--- config.mk ---
export PLATFORM = sky130hd
export DESIGN_NAME = priv_filt_counters
export DESIGN_NICKNAME = d
export VERILOG_FILES = /design/src/rtl/pfc_pkg.sv /design/src/rtl/pfc_cfg_reg.sv /design/src/rtl/pfc_inh_sel.sv /design/src/rtl/pfc_counter.sv /design/src/rtl/priv_filt_counters.sv
export SDC_FILE = /design/constraint.sdc
export NUM_CORES = 1
export LEC_CHECK = 0
export BUFFER_PORTS_ARGS = -buffer_cell sky130_fd_sc_hd__buf_2
export CORE_MARGIN = 1.5
export CORE_UTILIZATION = 35
export CTS_BUF_LIST = sky130_fd_sc_hd__clkbuf_8
export CTS_CLUSTER_DIAMETER = 60
export DETAILED_ROUTE_END_ITERATION = 8
export PLACE_DENSITY_LB_ADDON = 0.15
export REMOVE_ABC_BUFFERS = 1
export SETUP_SLACK_MARGIN = 0.4
export SLEW_MARGIN = 20
export SYNTH_ARGS = -nofsm -noshare
export SYNTH_HDL_FRONTEND = slang
export SYNTH_SLANG_ARGS = --single-unit
--- constraint.sdc ---
create_clock -name clk_i -period 2.29 [get_ports clk_i]
set_clock_uncertainty 0.05 [all_clocks]
set_input_delay 0 -clock clk_i [delete_from_list [all_inputs] [get_ports clk_i]]
set_output_delay 0 -clock clk_i [all_outputs]
set_load 0.02 [all_outputs]
--- src/rtl/pfc_pkg.sv ---
package pfc_pkg;
  localparam int unsigned DW = 64;
  localparam int unsigned AW = 12;
  localparam int unsigned NCH = 2;  // 0: cycle, 1: retire

  localparam int unsigned BIT_OVF = 63;
  localparam int unsigned BIT_M   = 62;
  localparam int unsigned BIT_S   = 61;
  localparam int unsigned BIT_U   = 60;
  localparam int unsigned BIT_VS  = 59;
  localparam int unsigned BIT_VU  = 58;

  localparam logic [AW-1:0] CFG_LO_ADDR [NCH] = '{12'h321, 12'h322};
  localparam logic [AW-1:0] CFG_HI_ADDR [NCH] = '{12'h721, 12'h722};
  localparam logic [AW-1:0] CNT_LO_ADDR [NCH] = '{12'hB00, 12'hB02};
  localparam logic [AW-1:0] CNT_HI_ADDR [NCH] = '{12'hB80, 12'hB82};

  typedef enum logic [1:0] {
    PRV_U = 2'd0,
    PRV_S = 2'd1,
    PRV_R = 2'd2,
    PRV_M = 2'd3
  } prv_e;

  function automatic logic [DW-1:0] cfg_wmask(input bit has_s, input bit has_u,
                                               input bit has_h);
    logic [DW-1:0] m;
    m = '0;
    m[BIT_M]  = 1'b1;
    m[BIT_S]  = has_s;
    m[BIT_U]  = has_u;
    m[BIT_VS] = has_h & has_s;
    m[BIT_VU] = has_h & has_u;
    return m;
  endfunction
endpackage

--- src/rtl/pfc_cfg_reg.sv ---
module pfc_cfg_reg
  import pfc_pkg::*;
#(
  parameter logic [DW-1:0] WMASK = '0
) (
  input  logic          clk_i,
  input  logic          rst_ni,
  input  logic          we_lo_i,
  input  logic          we_hi_i,
  input  logic [DW-1:0] wdata_i,
  output logic [DW-1:0] cfg_o
);
  localparam int unsigned HW = DW / 2;

  logic [DW-1:0] cfg_q, cfg_d;

  always_comb begin
    cfg_d = cfg_q;
    if (we_lo_i)      cfg_d = wdata_i & WMASK;
    else if (we_hi_i) cfg_d = {wdata_i[HW-1:0], cfg_q[HW-1:0]} & WMASK;
  end

  always_ff @(posedge clk_i or negedge rst_ni) begin
    if (!rst_ni) cfg_q <= '0;
    else         cfg_q <= cfg_d;
  end

  assign cfg_o = cfg_q;
endmodule

--- src/rtl/pfc_inh_sel.sv ---
module pfc_inh_sel
  import pfc_pkg::*;
(
  input  logic [4:0] inh_i,   // {M, S, U, VS, VU}
  input  logic [1:0] priv_i,
  input  logic       virt_i,
  output logic       inh_o
);
  prv_e prv;
  assign prv = prv_e'(priv_i);

  always_comb begin
    unique case (prv)
      PRV_M:   inh_o = inh_i[4];
      PRV_S:   inh_o = virt_i ? inh_i[1] : inh_i[3];
      PRV_U:   inh_o = virt_i ? inh_i[0] : inh_i[2];
      default: inh_o = 1'b0;
    endcase
  end
endmodule

--- src/rtl/pfc_counter.sv ---
module pfc_counter
  import pfc_pkg::*;
(
  input  logic          clk_i,
  input  logic          rst_ni,
  input  logic          we_lo_i,
  input  logic          we_hi_i,
  input  logic [DW-1:0] wdata_i,
  input  logic          inc_i,
  output logic [DW-1:0] cnt_o
);
  localparam int unsigned HW = DW / 2;

  logic [DW-1:0] cnt_q, cnt_d;

  // write wins over increment
  always_comb begin
    if (we_lo_i)      cnt_d = wdata_i;
    else if (we_hi_i) cnt_d = {wdata_i[HW-1:0], cnt_q[HW-1:0]};
    else if (inc_i)   cnt_d = cnt_q + DW'(1);
    else              cnt_d = cnt_q;
  end

  always_ff @(posedge clk_i or negedge rst_ni) begin
    if (!rst_ni) cnt_q <= '0;
    else         cnt_q <= cnt_d;
  end

  assign cnt_o = cnt_q;
endmodule

--- src/rtl/priv_filt_counters.sv ---
module priv_filt_counters
  import pfc_pkg::*;
#(
  parameter bit HAS_S = 1'b1,
  parameter bit HAS_U = 1'b1,
  parameter bit HAS_H = 1'b0
) (
  input  logic          clk_i,
  input  logic          rst_ni,
  input  logic [1:0]    priv_i,
  input  logic          virt_i,
  input  logic          ret_valid_i,
  input  logic [1:0]    ret_priv_i,
  input  logic          ret_virt_i,
  input  logic          ret_exc_i,
  input  logic          ret_xret_i,
  input  logic [1:0]    ret_orig_priv_i,
  input  logic          ret_orig_virt_i,
  input  logic          csr_we_i,
  input  logic [AW-1:0] csr_addr_i,
  input  logic [DW-1:0] csr_wdata_i,
  output logic [DW-1:0] csr_rdata_o,
  output logic [DW-1:0] cycle_o,
  output logic [DW-1:0] instret_o
);
  localparam int unsigned HW = DW / 2;
  localparam logic [DW-1:0] WMASK = cfg_wmask(HAS_S, HAS_U, HAS_H);

  logic [DW-1:0] cfg_q   [NCH];
  logic [DW-1:0] cnt_q   [NCH];
  logic [1:0]    ch_priv [NCH];
  logic          ch_virt [NCH];
  logic          ch_en   [NCH];
  logic          ch_inh  [NCH];

  // channel 0 follows the live mode; channel 1 the attributed retire mode
  assign ch_priv[0] = priv_i;
  assign ch_virt[0] = virt_i;
  assign ch_en[0]   = 1'b1;
  assign ch_priv[1] = ret_xret_i ? ret_orig_priv_i : ret_priv_i;
  assign ch_virt[1] = ret_xret_i ? ret_orig_virt_i : ret_virt_i;
  assign ch_en[1]   = ret_valid_i & ~ret_exc_i;

  for (genvar g = 0; g < NCH; g++) begin : g_ch
    logic cfg_we_lo, cfg_we_hi, cnt_we_lo, cnt_we_hi;

    assign cfg_we_lo = csr_we_i && (csr_addr_i == CFG_LO_ADDR[g]);
    assign cfg_we_hi = csr_we_i && (csr_addr_i == CFG_HI_ADDR[g]);
    assign cnt_we_lo = csr_we_i && (csr_addr_i == CNT_LO_ADDR[g]);
    assign cnt_we_hi = csr_we_i && (csr_addr_i == CNT_HI_ADDR[g]);

    pfc_cfg_reg #(.WMASK(WMASK)) u_cfg (
      .clk_i   (clk_i),
      .rst_ni  (rst_ni),
      .we_lo_i (cfg_we_lo),
      .we_hi_i (cfg_we_hi),
      .wdata_i (csr_wdata_i),
      .cfg_o   (cfg_q[g])
    );

    pfc_inh_sel u_sel (
      .inh_i  (cfg_q[g][BIT_M:BIT_VU]),
      .priv_i (ch_priv[g]),
      .virt_i (ch_virt[g]),
      .inh_o  (ch_inh[g])
    );

    pfc_counter u_cnt (
      .clk_i   (clk_i),
      .rst_ni  (rst_ni),
      .we_lo_i (cnt_we_lo),
      .we_hi_i (cnt_we_hi),
      .wdata_i (csr_wdata_i),
      .inc_i   (ch_en[g] & ~ch_inh[g]),
      .cnt_o   (cnt_q[g])
    );
  end

  always_comb begin
    csr_rdata_o = '0;
    for (int i = 0; i < NCH; i++) begin
      if (csr_addr_i == CFG_LO_ADDR[i]) csr_rdata_o = cfg_q[i];
      if (csr_addr_i == CFG_HI_ADDR[i]) csr_rdata_o = {{HW{1'b0}}, cfg_q[i][DW-1:HW]};
      if (csr_addr_i == CNT_LO_ADDR[i]) csr_rdata_o = cnt_q[i];
      if (csr_addr_i == CNT_HI_ADDR[i]) csr_rdata_o = {{HW{1'b0}}, cnt_q[i][DW-1:HW]};
    end
  end

  assign cycle_o   = cnt_q[0];
  assign instret_o = cnt_q[1];

  logic [DW-1:0] cfg_cyc_q, cfg_ret_q, cfg_mask;
  assign cfg_cyc_q = cfg_q[0];
  assign cfg_ret_q = cfg_q[1];
  assign cfg_mask  = WMASK;
endmodule

# ---- Yosys cells after proc, flatten, opt, wreduce, memory -nomap -nowiden
# Index checks and enable logic that the tools add are counted.
dict set report op_classes {
  n_bitwise 4
  div_mod_pow 0
  n_eq_ne 16
  n_reduce_logical 16
  muxes 26
  n_lt_le_gt_ge 0
  n_shift 0
  n_addsub 2
  mul 0
}
# cell count
set ops {}
lappend ops {{two-way mux 64 bit} 18}
lappend ops {{adder 64 x 1 -> 64 bit (second input constant)} 2}
lappend ops {{== test 12 bit (second input constant)} 4}
lappend ops {{== test 12 x 10 -> 1 bit (second input constant)} 2}
lappend ops {{== test 12 x 11 -> 1 bit (second input constant)} 2}
lappend ops {{logical AND 1 bit} 8}
lappend ops {{inequality test 2 bit (second input constant)} 3}
lappend ops {{one-hot mux 1 bit (3 select lines)} 2}
lappend ops {{nonzero test 2 bit} 3}
lappend ops {{two-way mux 1 bit} 5}
lappend ops {{== test 2 x 1 -> 1 bit (second input constant)} 2}
lappend ops {{== test 2 bit (second input constant)} 2}
lappend ops {{logical NOT 2 bit} 2}
lappend ops {{AND reduction 2 bit} 2}
lappend ops {{inequality test 3 bit (second input constant)} 1}
lappend ops {{nonzero test 3 bit} 1}
lappend ops {{bitwise AND 1 bit} 2}
lappend ops {{two-way mux 2 bit} 1}
lappend ops {{inverter 1 bit} 2}
dict set report word_totals {
  wordCells 70
  ramBits 0
  register_bits 256
  romBits 0
  latchBits 0
  memories 0
}

# ---- Longest topological paths before layout
dict set report depth {
  word_depth 9
  ltp_mapped 10
  mapped_depth_nobuf 7
}

# ---- Hierarchy
# From an unflattened synthesis, not the netlist that was laid out.
dict set report hier_totals {
  hier_cells 1761
  area_unflattened_um2 13123.8
}
# mod area_each_um2 instances cells_per_inst seq_area_each_um2
set modules_own_cells {}
lappend modules_own_cells {pfc_counter 4357.9 2 543 1601.5}
lappend modules_own_cells {priv_filt_counters 3136.8 1 517 0.0}
lappend modules_own_cells {pfc_cfg_reg 593.1 2 74 75.1}
lappend modules_own_cells {pfc_inh_sel 42.5 2 5 0.0}

# ---- Worst setup path after synthesis
# No wires, ideal clock.
dict set report synth_path {
  path_kind {register -> register}
  startpoint {reg g_ch[1].u_cnt.cnt_q[42]}
  endpoint {reg g_ch[1].u_cnt.cnt_q[54]}
  period_less_slack_ps 2438
  slack_ps -148
  path_buffers 2
  stages_incl_launch_ff 8
  arrival_ps 2259
  cell_sequence {dfrtp_1 -> clkbuf_1 -> nand3_1 -> or4_1 -> clkbuf_1 -> or4_1 -> o22ai_1 -> mux2i_1}
}
dict set report synth_via {
  elab_chain_cells 4
}
# element line_no
set synth_lines {}
lappend synth_lines {{start: declaration} pfc_counter.sv:14} ;# logic [DW-1:0] cnt_q, cnt_d;
lappend synth_lines {{start signal: assignment} pfc_counter.sv:26} ;# else cnt_q <= cnt_d;
lappend synth_lines {{adder 64 x 1 -> 64 bit} pfc_counter.sv:20} ;# else if (inc_i) cnt_d = cnt_q + DW'(1);
lappend synth_lines {{two-way mux 64 bit} pfc_counter.sv:20}
lappend synth_lines {{two-way mux 64 bit} pfc_counter.sv:19} ;# else if (we_hi_i) cnt_d = {wdata_i[HW-1:0], cnt_q[HW-1:0]};
lappend synth_lines {{two-way mux 64 bit} pfc_counter.sv:18} ;# if (we_lo_i) cnt_d = wdata_i;
# No other way between the ends. The select of a mux whose other input is x is not followed.
# A chain may end at the register's enable or synchronous reset.

# ---- Final worst setup path
dict set report layout_path {
  startpoint {reg g_ch[1].u_cnt.cnt_q[1]}
  endpoint {reg g_ch[1].u_cnt.cnt_q[41]}
}
# The elaborated chain is that of the path after synthesis.

==> results.cfg <==
[synth]
synth.cell_area_um2 = 10300
synthesis.instances = 1292
yosysWarningCount = 0
synth.distinct_cells = 67
synth_ff_type = dfrtp_1
avgSynthCellArea_um2 = 7.93
netlist_top_cells_area = dfrtp_1, xnor2_1, nand2_1, o21ai_0, mux2i_1
async_flop_share_pct = 100
synth_edf_count = 0
yosysTopAreaCell = dfrtp_1
synthTopCellsByCount = nand2_1, dfrtp_1, o21ai_0
synth.most_common_cell = nand2_1
ys_ff_latch = 134
yosysSeqAreaShare_pct = 32.7
yosys.area.top_type_share_pct = 32.7

[critical_path]
required_ps = 2620
reg2reg_depth = 11
cpMostUsedCell = buf_4
max_stage_delay_ps = 370
critPathKind = flip-flop to flip-flop
ff2ff_setup_slack_ps = -40
path_max_fanout = 6
worstSetupEndpointType = flip-flop
worstPathArrival_ps = 2650
slowest_stage = dfrtp_1
cp-start-kind = flip-flop
crit_chain = buf_4, nand4_1, buf_4, nor4_4, buf_4, nand4_1, buf_6, buf_12, o21a_1, nor3_1, o21ai_1

[power_and_ir_drop]
p_leak_nw = 8.41
peakVddDrop_mv = 0.335
power_density_nw_per_um2 = 365

[route]
ant_nets = 0
wl_um = 59400
wl_per_cell_um = 25.2
dr.first_iter.drc_count = 1442
vias = 14120
drc_errors = 0
via_per_inst = 6.00
drt-pass1-iter-count = 6

[finish]
area_delta_synth_final_pct = 86.3
seq_area_um2 = 3360
drive_gt1_share_pct = 49.9
nNetsFinal = 2049
nFillCells = 2301
stdcell_area_um2 = 19100
multi_input_area_um2 = 8350
fin_cells = 2354

[floorplanning]
core.rowCount = 62
die_h_um = 174
core-area_um2 = 28800
dieArea_um2 = 30300
initial_core_util_pct = 35.6
die_w_um = 174
io_pins = 283

[global_routing]
grt_pass1_vias = 13105
grt_pass1_wl_um = 82500
grt_start_max_net_pins = 62
antenna_found_initial = 3
grt_usage_pct = 36.1
grt_overflow_total = 0

[placed_design]
io_buffers = 282
post_dp_cell_area_um2 = 13700
place_hpwl_um = 37100
gp_congestion = 0.939
dp_cells = 2094

[clocking]
clock_latency_ps = 490
clockBufferDepth = 2
cts_buffers = 17
cts_root_buf = clkbuf_8
path_clk_slew_ps = 100
cts_tree = built
htreeDepth = 4
clock-sinks = 134

[outcome]
status = finished, violations left
violations = setup timing

[sta]
finalWorstSetupSlack_ps = -35.4
finalSetupViolCount = 1
min_period_ps = 2330
max_freq_mhz = 430
rsz0062_at_grt = true
hold_viol = 0
tightest_slew_ps = 869
fin_crit_sh_pct = 102
relSlewSlack_pct = 41.9
slew_violations = 0

[run]
cap_violations = 0

[worst_hold_path]
hp-class = primary input to async pin
-- flip-flops by register name, indices dropped and copies added, names as in the netlist --
name	count
g_ch.u_cfg.cfg_o	6
g_ch.u_cnt.cnt_o	128
-- cells by family after synthesis --
kind of cell	after synthesis	share of synthesized area, %
flops	134	32.7
simple gates	568	28.5
fa+ha+maj	2	0.244
compound gates	309	19.0
xor+xnor	102	8.71
mux	61	6.21
buf+inv	116	4.67
-- placed cells by master (no fill, tap or decap), types with 17 or more instances in the layout --
cell type / count
buf_4: 299
buf_2: 220
nand2_1: 135
dfrtp_1: 127
buf_6: 86
xnor2_1: 77
o21ai_1: 70
a21oi_1: 67
dlygate4sd3_1: 67
nor2_1: 52
nand4_1: 45
nor4_4: 40
buf_12: 40
nand3_1: 39
mux2i_1: 38
nor3_4: 29
a22oi_1: 29
o21ai_0: 28
a22o_1: 28
nor2_4: 26
mux2_2: 21
inv_1: 20
nor3_2: 19
and3_1: 19
nor3_1: 17
xor2_1: 17
a211oi_1: 17
clkbuf_8: 17
-- power by group --
part | switching (W) | internal [W]
clock network | 0.00117 | 0.000972
logic | 0.00123 | 0.000914
registers | 0.000141 | 0.00254
total | 0.00254 | 0.00443
-- metrics by stage --
stage / hold slack, ps / setup slack, ps / total power (W) / setup TNS (ps) / util, %
2_1_floorplan: -346 / -2680 / 0.00346 / -229110 / -
3_3_place_gp: -11.9 / -47.0 / 0.00446 / -161 / 47.6
3_5_place_dp: -21.4 / -34.7 / 0.00447 / -167 / 47.6
4_1_cts: 1.84 / 91.9 / 0.00675 / 0 / 59.8
5_1_grt: 24.2 / -59.7 / 0.00719 / -229 / 66.4
6_report: 6.86 / -35.4 / 0.00696 / -35.4 / 66.4
-- critical path, delay by kind of cell (launching register included) --
family	cells	cell delay, ps
DFF	1	370
and+or+nand+nor	4	640
buffers and inverters	5	870
AOI/OAI and AO/OA	2	270
-- what timing repair did --
action	in CTS	in global routing
cloned	12	11
gates resized for setup	334	309
endpoints found under the hold margin	239	0
buffers inserted	74	63
pin swaps	145	161
hold buffers	67	0
setup endpoints to repair	186	187
-- path summary, 6_finish.rpt --
path                                         start                       to
min in group clk_i                 csr_wdata_i[45]  g_ch[1].u_cnt.cnt_o[45]
max in group asynchronous                   rst_ni  g_ch[1].u_cnt.cnt_o[24]
hold reg to reg            g_ch[0].u_cfg.cfg_o[62]  g_ch[0].u_cfg.cfg_o[62]
setup / recovery            g_ch[1].u_cnt.cnt_o[1]  g_ch[1].u_cnt.cnt_o[41]
setup reg to reg            g_ch[1].u_cnt.cnt_o[1]  g_ch[1].u_cnt.cnt_o[41]
hold / removal                              rst_ni  g_ch[0].u_cnt.cnt_o[11]
-- cell type report --
cell class,count,share of cell area (%)
inverters,18,0.354
multi-input cells,1043,43.7
clock inverters,15,0.819
clock buffers,17,1.23
well taps,384,2.52
flip-flops and latches,134,17.6
repair buffers,742,33.8
diodes,1,0.0131
-- per-layer routing --
metal  global-route usage, %  share of wire, %  wire, um  vias to the layer above
met5                       0             0.022        13                        -
met4                    16.8               5.7      3380                        2
met3                    7.22                11      6310                      217
met2                    56.7                45     27000                      963
met1                    47.7                38     22700                     6845
li1                        -                 -         -                     6093
(Power assumes the default switching activity.)
